[config.mk]
export PLATFORM = sky130hd
export DESIGN_NAME = gpio_irq_port
export DESIGN_NICKNAME = d
export VERILOG_FILES = /design/src/rtl/gpio_irq_pkg.sv /design/src/rtl/gpio_irq_ctrl.sv /design/src/rtl/gpio_irq_datapath.sv /design/src/rtl/gpio_irq_port.sv
export SDC_FILE = /design/constraint.sdc
export NUM_CORES = 1
export LEC_CHECK = 0
export BUFFER_PORTS_ARGS = -buffer_cell sky130_fd_sc_hd__buf_2
export CORE_MARGIN = 2
export CORE_UTILIZATION = 40
export DETAILED_ROUTE_END_ITERATION = 10
export MAX_ROUTING_LAYER = met4
export SKIP_CTS_REPAIR_TIMING = 1
export SLEW_MARGIN = 20
export SYNTH_ARGS = -nofsm -noshare
export SYNTH_HDL_FRONTEND = slang
export SYNTH_SLANG_ARGS = --single-unit
[constraint.sdc]
create_clock -name clk -period 2.5 [get_ports clk]
set_clock_uncertainty 0.2 [all_clocks]
set_input_delay 0 -clock clk [delete_from_list [all_inputs] [get_ports clk]]
set_output_delay 0 -clock clk [all_outputs]
set_load 0.02 [all_outputs]
[src/rtl/gpio_irq_pkg.sv]
package gpio_irq_pkg;
  // Register byte offsets
  localparam logic [7:0] OFF_DATA   = 8'h00;
  localparam logic [7:0] OFF_DIR    = 8'h04;
  localparam logic [7:0] OFF_PAD    = 8'h08;
  localparam logic [7:0] OFF_CFGLO  = 8'h0C;
  localparam logic [7:0] OFF_CFGHI  = 8'h10;
  localparam logic [7:0] OFF_MASK   = 8'h14;
  localparam logic [7:0] OFF_STATUS = 8'h18;

  typedef enum logic [1:0] {
    SENSE_LOW  = 2'b00,
    SENSE_HIGH = 2'b01,
    SENSE_RISE = 2'b10,
    SENSE_FALL = 2'b11
  } sense_e;

  typedef enum logic [2:0] {
    RD_DATA, RD_DIR, RD_PAD, RD_CFGLO, RD_CFGHI, RD_MASK, RD_STATUS, RD_NONE
  } rd_sel_e;

  typedef struct packed {
    logic    wrData;
    logic    wrDir;
    logic    wrCfgLo;
    logic    wrCfgHi;
    logic    wrMask;
    logic    wrStatus;
    rd_sel_e rdSel;
  } port_strobe_t;

  function automatic logic senseHit(input logic [1:0] field, input logic cur, input logic prev);
    case (sense_e'(field))
      SENSE_LOW:  senseHit = ~cur;
      SENSE_HIGH: senseHit = cur;
      SENSE_RISE: senseHit = cur & ~prev;
      default:    senseHit = prev & ~cur;
    endcase
  endfunction
endpackage

[src/rtl/gpio_irq_ctrl.sv]
module gpio_irq_ctrl
  import gpio_irq_pkg::*;
#(
  parameter int ADDR_W = 5
) (
  input  logic [ADDR_W-1:0] busAddr,
  input  logic              busWe,
  output port_strobe_t      strb
);
  always_comb begin
    strb       = '0;
    strb.rdSel = RD_NONE;
    case (busAddr)
      OFF_DATA[ADDR_W-1:0]:   begin strb.rdSel = RD_DATA;   strb.wrData   = busWe; end
      OFF_DIR[ADDR_W-1:0]:    begin strb.rdSel = RD_DIR;    strb.wrDir    = busWe; end
      OFF_PAD[ADDR_W-1:0]:    begin strb.rdSel = RD_PAD;    end
      OFF_CFGLO[ADDR_W-1:0]:  begin strb.rdSel = RD_CFGLO;  strb.wrCfgLo  = busWe; end
      OFF_CFGHI[ADDR_W-1:0]:  begin strb.rdSel = RD_CFGHI;  strb.wrCfgHi  = busWe; end
      OFF_MASK[ADDR_W-1:0]:   begin strb.rdSel = RD_MASK;   strb.wrMask   = busWe; end
      OFF_STATUS[ADDR_W-1:0]: begin strb.rdSel = RD_STATUS; strb.wrStatus = busWe; end
      default: ;
    endcase
  end
endmodule

[src/rtl/gpio_irq_datapath.sv]
module gpio_irq_datapath
  import gpio_irq_pkg::*;
#(
  parameter int NPINS = 32
) (
  input  logic               clk,
  input  logic               rstN,
  input  port_strobe_t       strb,
  input  logic [NPINS-1:0]   busWdata,
  input  logic [NPINS-1:0]   pinIn,
  output logic [NPINS-1:0]   busRdata,
  output logic [NPINS-1:0]   pinOut,
  output logic [NPINS-1:0]   pinOe,
  output logic [NPINS-1:0]   statusQ,
  output logic [NPINS-1:0]   maskQ,
  output logic               irqOut
);
  localparam int PER_WORD = NPINS / 2;

  logic [NPINS-1:0] dataQ, dirQ, cfgLoQ, cfgHiQ;
  logic [NPINS-1:0] syncA, syncQ, prevQ;
  logic [NPINS-1:0] hit, clrBits, pinLevel;

  // Per-pin detector: field location depends on which half the pin is in
  for (genvar p = 0; p < NPINS; p++) begin : g_pin
    logic [1:0] field;
    if (p < PER_WORD) begin : g_lo
      assign field = cfgLoQ[2*p +: 2];
    end else begin : g_hi
      assign field = cfgHiQ[2*(p-PER_WORD) +: 2];
    end
    assign hit[p] = senseHit(field, syncQ[p], prevQ[p]);
  end

  assign clrBits = strb.wrStatus ? busWdata : '0;

  always_ff @(posedge clk or negedge rstN) begin
    if (!rstN) begin
      syncA   <= '0;
      syncQ   <= '0;
      prevQ   <= '0;
      dataQ   <= '0;
      dirQ    <= '0;
      cfgLoQ  <= '0;
      cfgHiQ  <= '0;
      maskQ   <= '0;
      statusQ <= '0;
    end else begin
      syncA <= pinIn;
      syncQ <= syncA;
      prevQ <= syncQ;
      if (strb.wrData)  dataQ  <= busWdata;
      if (strb.wrDir)   dirQ   <= busWdata;
      if (strb.wrCfgLo) cfgLoQ <= busWdata;
      if (strb.wrCfgHi) cfgHiQ <= busWdata;
      if (strb.wrMask)  maskQ  <= busWdata;
      // a fresh event overrides a clear landing on the same edge
      statusQ <= (statusQ & ~clrBits) | hit;
    end
  end

  assign pinLevel = (dirQ & dataQ) | (~dirQ & syncQ);

  always_comb begin
    case (strb.rdSel)
      RD_DATA:   busRdata = pinLevel;
      RD_DIR:    busRdata = dirQ;
      RD_PAD:    busRdata = syncQ;
      RD_CFGLO:  busRdata = cfgLoQ;
      RD_CFGHI:  busRdata = cfgHiQ;
      RD_MASK:   busRdata = maskQ;
      RD_STATUS: busRdata = statusQ;
      default:   busRdata = '0;
    endcase
  end

  assign pinOut = dataQ;
  assign pinOe  = dirQ;
  assign irqOut = |(statusQ & maskQ);
endmodule

[src/rtl/gpio_irq_port.sv]
module gpio_irq_port
  import gpio_irq_pkg::*;
#(
  parameter int NPINS  = 32,
  parameter int ADDR_W = 5
) (
  input  logic              clk,
  input  logic              rstN,
  input  logic [ADDR_W-1:0] busAddr,
  input  logic              busWe,
  input  logic [NPINS-1:0]  busWdata,
  output logic [NPINS-1:0]  busRdata,
  input  logic [NPINS-1:0]  pinIn,
  output logic [NPINS-1:0]  pinOut,
  output logic [NPINS-1:0]  pinOe,
  output logic              irqOut
);
  port_strobe_t     strb;
  logic [NPINS-1:0] statusQ, maskQ;

  gpio_irq_ctrl #(.ADDR_W(ADDR_W)) ctrl_i (
    .busAddr(busAddr),
    .busWe  (busWe),
    .strb   (strb)
  );

  gpio_irq_datapath #(.NPINS(NPINS)) dp_i (
    .clk     (clk),
    .rstN    (rstN),
    .strb    (strb),
    .busWdata(busWdata),
    .pinIn   (pinIn),
    .busRdata(busRdata),
    .pinOut  (pinOut),
    .pinOe   (pinOe),
    .statusQ (statusQ),
    .maskQ   (maskQ),
    .irqOut  (irqOut)
  );
endmodule

==> results by group, run 1 <==
Critical path
  – FF-to-FF End: dp_i.pinOut[5]
  – Worst EP required: 2680 ps
  – Cell mode on critical path: dlygate4sd3_1
  – Crit path capture type: flop
  – Worst R2R Setup Slack: 980 ps
  – R2R Path Start: dp_i.pinOut[5]
  – Max incr delay on CP: 560 ps
  – Slowest CP cell: dlygate4sd3_1
  – Crit-path cells: dlygate4sd3_1, buf_2, or3_1, nor3_4, nand2_2, buf_4, mux2_4, dlygate4sd3_1
  – Worst Path Arrival: 2620 ps
  – Worst-path maximum fanout: 15
  – Startpoint Class: input port
  – R2R depth: 2
  – CP Class: in2reg

CTS
  – Cts bufs inserted: 34
  – Clock slew at reported path FFs: 60 ps
  – CTS Root Buffer Type: clkbuf_16
  – Clock Path Buffers: 3
  – Clock sinks: 288
  – CTS tree: built
  – CTS H-tree lvls: 2
  – Clock latency on the worst-skew pair: 510 ps

Place
  – Post-DP HPWL: 26.6 mm
  – Placed cells: 1,663
  – Port buffer count: 168
  – Area post-placement: 0.0146 mm2
  – GP Congestion: 0.876
  – Post-place setup slack: 532 ps

Yosys
  – Top post-synthesis cells by area: dfrtp_1 55%, mux2_2 11%, mux2i_1 6.3%
  – Main flop type after synthesis: dfrtp_1
  – Gate Count Post-Synth: 1,062
  – Commonest cells in the netlist: 288 x dfrtp_1, 130 x mux2_2, 82 x mux2i_1
  – Share of the synthesized area in the top cell type: 0.550
  – Synth async-reset ratio: 1.00
  – Synth cell types: 53
  – Mean Syn Cell Area: 12.3 um2
  – Synthesized area: 0.0131 mm2
  – Top-count cell post-synth: dfrtp_1
  – Largest area contributor in the netlist: dfrtp_1
  – Syn Nets: 1,134
  – EDFF count, synth: 0
  – Register area share after synthesis: 0.550
  – Yosys reg bits: 288
  – Syn. warnings: 0

Finish
  – Nets: 1,429
  – Final std cells w/o fill: 1,823
  – Ant diodes: 0
  – Final instance area: 0.0168 mm2
  – Fillers: 2,866
  – Layout cell share with drive strength beyond 1: 0.320
  – Area Overhead vs Synth: 27.9%

Timing
  – RSZ-0062 raised after global routing: no
  – Minimum hold slack: 16.9 ps
  – Period utilization: 0.974
  – Endpoints failing setup: 0
  – Worst slew pin tran: 639 ps
  – Final Hold Fails: 0
  – Slew margin rel.: 0.573
  – Final Max Tran Viols: 0
  – Crit path time final: 2440 ps
  – Worst Setup Slack, final: 65.0 ps
  – Setup tns final: 0 ps
  – F_max: 411 MHz

Floorplan
  – Chip width: 185 um
  – Top Ports: 169
  – Die area: 0.0342 mm2
  – Core footprint: 0.0324 mm2
  – Die height: 185 um
  – Initial Utilization: 0.405
  – Num rows: 66

GRT
  – Vias in the first global route: 9,510
  – First-pass GRT wire length: 58.3 mm
  – Largest net degree at the start of global routing: 77
  – Antenna violations before repair: 0
  – Overall Global Routing Usage: 0.233
  – Total congestion overflow: 0

Detailed routing
  – Via count: 10,000
  – Routed len/inst: 21.4 um
  – Final ANT Viol Nets: 0
  – Drt pass-1 iters: 5
  – Final WL: 39.0 mm
  – Drt drc: 0
  – DR iter-0 viols: 684
  – Vias/cell: 5.49

Min path
  – Worst Hold Class: in2reg
  – Hold Path Cell Cnt: 4
  – Worst hold start: busWe
  – Hold Path Sink: dp_i.pinOut[24]

Outcome
  – Status: finished clean

Pwr
  – PwrDens: 792 mW/mm2
  – Leakage: 7.64 nW
  – Peak VDD IR: 0.406 mV

Job
  – Max_cap viols: 0
## layout make-up
cell class | instances | area (um2) | area share
inverters | 15 | 56.3 | 0.00336
clock inverters | 14 | 105 | 0.00627
clock buffers | 46 | 1020 | 0.0608
multi-input cells | 709 | 5580 | 0.333
flip-flops and latches | 288 | 7210 | 0.430
well taps | 442 | 553 | 0.0330
repair buffers | 309 | 2240 | 0.133
## logic make-up after synthesis
group / count (synthesis) / synth area share
buffers and inverters: 65 / 0.0249
DFF: 288 / 0.550
AOI/OAI and AO/OA: 210 / 0.113
xor gates and xnor gates: 12 / 0.00802
muxes: 244 / 0.210
and+or+nand+nor: 243 / 0.0939
## worst max path at each step
stage	cells past startpoint	to	start	slack, ps
floorplan	6	dp_i.pinOe[10]	busAddr[4]	750
global placement	7	busRdata[27]	busAddr[3]	550
detailed placement	6	dp_i.statusQ[30]	busAddr[2]	530
CTS	4	irqOut	dp_i.statusQ[2]	30
global route	4	irqOut	dp_i.maskQ[0]	20
finish	8	dp_i.pinOut[5]	busAddr[4]	60
## state kept, by name, summed over array words and instances, names as in the netlist
name          cells
dp_i.cfgHiQ      32
dp_i.cfgLoQ      32
dp_i.maskQ       32
dp_i.pinOe       32
dp_i.pinOut      32
dp_i.prevQ       32
dp_i.statusQ     32
dp_i.syncA       32
dp_i.syncQ       32
## power breakdown
part           leakage, nW  switching (W)  internal, W
registers             3.45       0.000739      0.00526
clock network        0.565        0.00196      0.00297
logic                 3.63        0.00116      0.00118
total                 7.64        0.00386      0.00941
## critical path: cells and delay by family
kind	cells	cell delay [ps]
mux	1	320
buf+inv	4	1520
simple gates	3	760
## layout by cell type, fill, tap and decap left out, types with 3 or more instances in the layout
cell and n:
dfrtp_1 288, buf_2 166, mux2_2 130, dlygate4sd3_1 100
mux2i_1 82, nor2_1 74, a21oi_1 56, nand2_1 52
clkbuf_16 37, buf_4 36, o21ai_0 32, mux2_4 30
a221o_1 29, nand3_1 22, nand2b_1 20, nand3b_1 19
a22oi_1 19, o221ai_1 18, nor2b_1 17, a211o_1 15
inv_1 14, xor2_1 12, clkinv_2 10, or2_2 8
o22ai_1 7, o211ai_1 6, a211oi_1 6, clkbuf_8 6
buf_12 6, nor3_1 5, nand4_1 5, a31oi_1 5
a22o_1 4, o311a_1 4, nor3b_1 3, and2_1 3
clkbuf_1 3
## metrics by stage
step	total power, W	utilization
2_1_floorplan	0.00731	-
3_3_place_gp	0.00823	0.452
3_5_place_dp	0.00829	0.452
4_1_cts	0.0133	0.487
5_1_grt	0.0139	0.518
6_report	0.0133	0.518
## routing by layer
layer  vias to the layer above  part of all wire  global-route usage
met5                         -                 0                   -
met4                         0             0.021              0.0610
met3                        53             0.063              0.0383
met2                       331              0.47               0.365
met1                      5114              0.44               0.315
li1                       4516                 -                   -
(Power assumes the default switching activity.)
==> inputs of run 2 (changes only) <==
GPL_TIMING_DRIVEN = 0   (was not set)
==> results by group, run 2 (synthesis gave the netlist of run 1 again) <==
Floorplan
  – Initial Utilization: 0.405
  – Num rows: 66
  – Core footprint: 0.0324 mm2
  – Die area: 0.0342 mm2
  – Chip width: 185 um
  – Top Ports: 169
  – Die height: 185 um

CTS
  – Cts bufs inserted: 34
  – CTS tree: built
  – Clock Path Buffers: 3
  – Clock sinks: 288
  – Clock latency on the worst-skew pair: 520 ps
  – Clock slew at reported path FFs: 60 ps
  – CTS Root Buffer Type: clkbuf_16
  – CTS H-tree lvls: 2

Timing
  – F_max: 405 MHz
  – Worst slew pin tran: 1030 ps
  – Endpoints failing setup: 0
  – Crit path time final: 2470 ps
  – Final Hold Fails: 1
  – Final Max Tran Viols: 0
  – Minimum hold slack: -1.41 ps
  – Setup tns final: 0 ps
  – RSZ-0062 raised after global routing: no
  – Slew margin rel.: 0.311
  – Period utilization: 0.988

Critical path
  – R2R Path Start: dp_i.pinOe[0]
  – Worst-path maximum fanout: 10
  – CP Class: in2out
  – FF-to-FF End: dp_i.pinOe[0]
  – Worst EP required: 2300 ps
  – Worst R2R Setup Slack: 950 ps
  – Worst Path Arrival: 2270 ps
  – R2R depth: 2
  – Startpoint Class: input port
  – Crit path capture type: primary output

Min path
  – Hold Path Cell Cnt: 4
  – Worst hold start: busAddr[1]
  – Worst Hold Class: in2reg
  – Hold Path Sink: dp_i.cfgHiQ[31]

Place
  – Area post-placement: 0.0146 mm2
  – Post-DP HPWL: 30.3 mm
  – GP Congestion: 0.960
  – Port buffer count: 166

Job
  – Max_cap viols: 0

Finish
  – Most frequent cells in the layout: 288 x dfrtp_1, 181 x buf_2, 130 x mux2_2, 108 x dlygate4sd3_1, 82 x mux2i_1
  – Nets: 1,447
  – Commonest non-fill, non-tap cell in the layout: dfrtp_1
  – Finished Core Util: 0.521
  – Layout cell share with drive strength beyond 1: 0.315
  – Area Overhead vs Synth: 28.7%
  – Final instance area: 0.0169 mm2

Pwr
  – Peak VDD IR: 0.436 mV
  – Leakage: 7.67 nW
  – PwrDens: 806 mW/mm2

Detailed routing
  – DR iter-0 viols: 934
  – Routed len/inst: 24.3 um
  – Drt pass-1 iters: 5
  – Drt drc: 0
  – Via count: 10,400
  – Final WL: 44.8 mm
  – Final ANT Viol Nets: 0
  – Vias/cell: 5.66

Outcome
  – Status: finished with violations
  – Failing checks: negative hold slack

GRT
  – Largest net degree at the start of global routing: 97
  – First-pass GRT wire length: 63.9 mm
  – Overall Global Routing Usage: 0.265
  – Antenna violations before repair: 1
  – Total congestion overflow: 0
  – Vias in the first global route: 9,767
run 2: how the worst max path moves through the flow:
stage | from | to | cells past startpoint
finish | busAddr[2] | busRdata[15] | 7
global route | busAddr[3] | busRdata[24] | 9
CTS | busAddr[2] | busRdata[7] | 7
detailed placement | busAddr[2] | busRdata[7] | 7
global placement | rstN | dp_i.syncQ[17] | 1
floorplan | busAddr[4] | dp_i.pinOe[10] | 6
run 2: per-layer routing:
layer | vias to the layer above | track usage | share of wire
met5 | - | - | 0
met4 | 0 | 0.103 | 0.045
met3 | 118 | 0.0505 | 0.078
met2 | 456 | 0.396 | 0.45
met1 | 5302 | 0.358 | 0.43
li1 | 4544 | - | -
run 2: power by group:
part           switching [W]  total [W]  leakage [nW]  internal [W]
registers           0.000750    0.00601          3.45       0.00526
clock network        0.00199    0.00518         0.586       0.00318
logic                0.00123    0.00241          3.64       0.00119
run 2: area by class of cell:
type	count	area [um2]
fill	2946	15500
sequential	288	7210
multi-input combinational	709	5580
timing repair buffer	277	2000
clock buffer	44	978
tap	442	553
buffer	50	284
clock inverter	15	200
inverter	15	56.3
antenna	1	2.50
run 2: stage by stage:
step | setup slack (ps) | power [W] | instances
after floorplan | 755 | 0.00731 | 1062
after global placement | -4300 | 0.00825 | 1670
after detailed placement | -322 | 0.00833 | 1673
after CTS | -324 | 0.0135 | 1732
after global routing | 16.2 | 0.0142 | 1841
final | 31.2 | 0.0136 | 1841
run 2: critical path: stages:
cell	delay, ps
buf_6	120
clkbuf_1	680
buf_1	710
nor2_1	110
a21oi_1	150
o221ai_1	230
buf_2	260
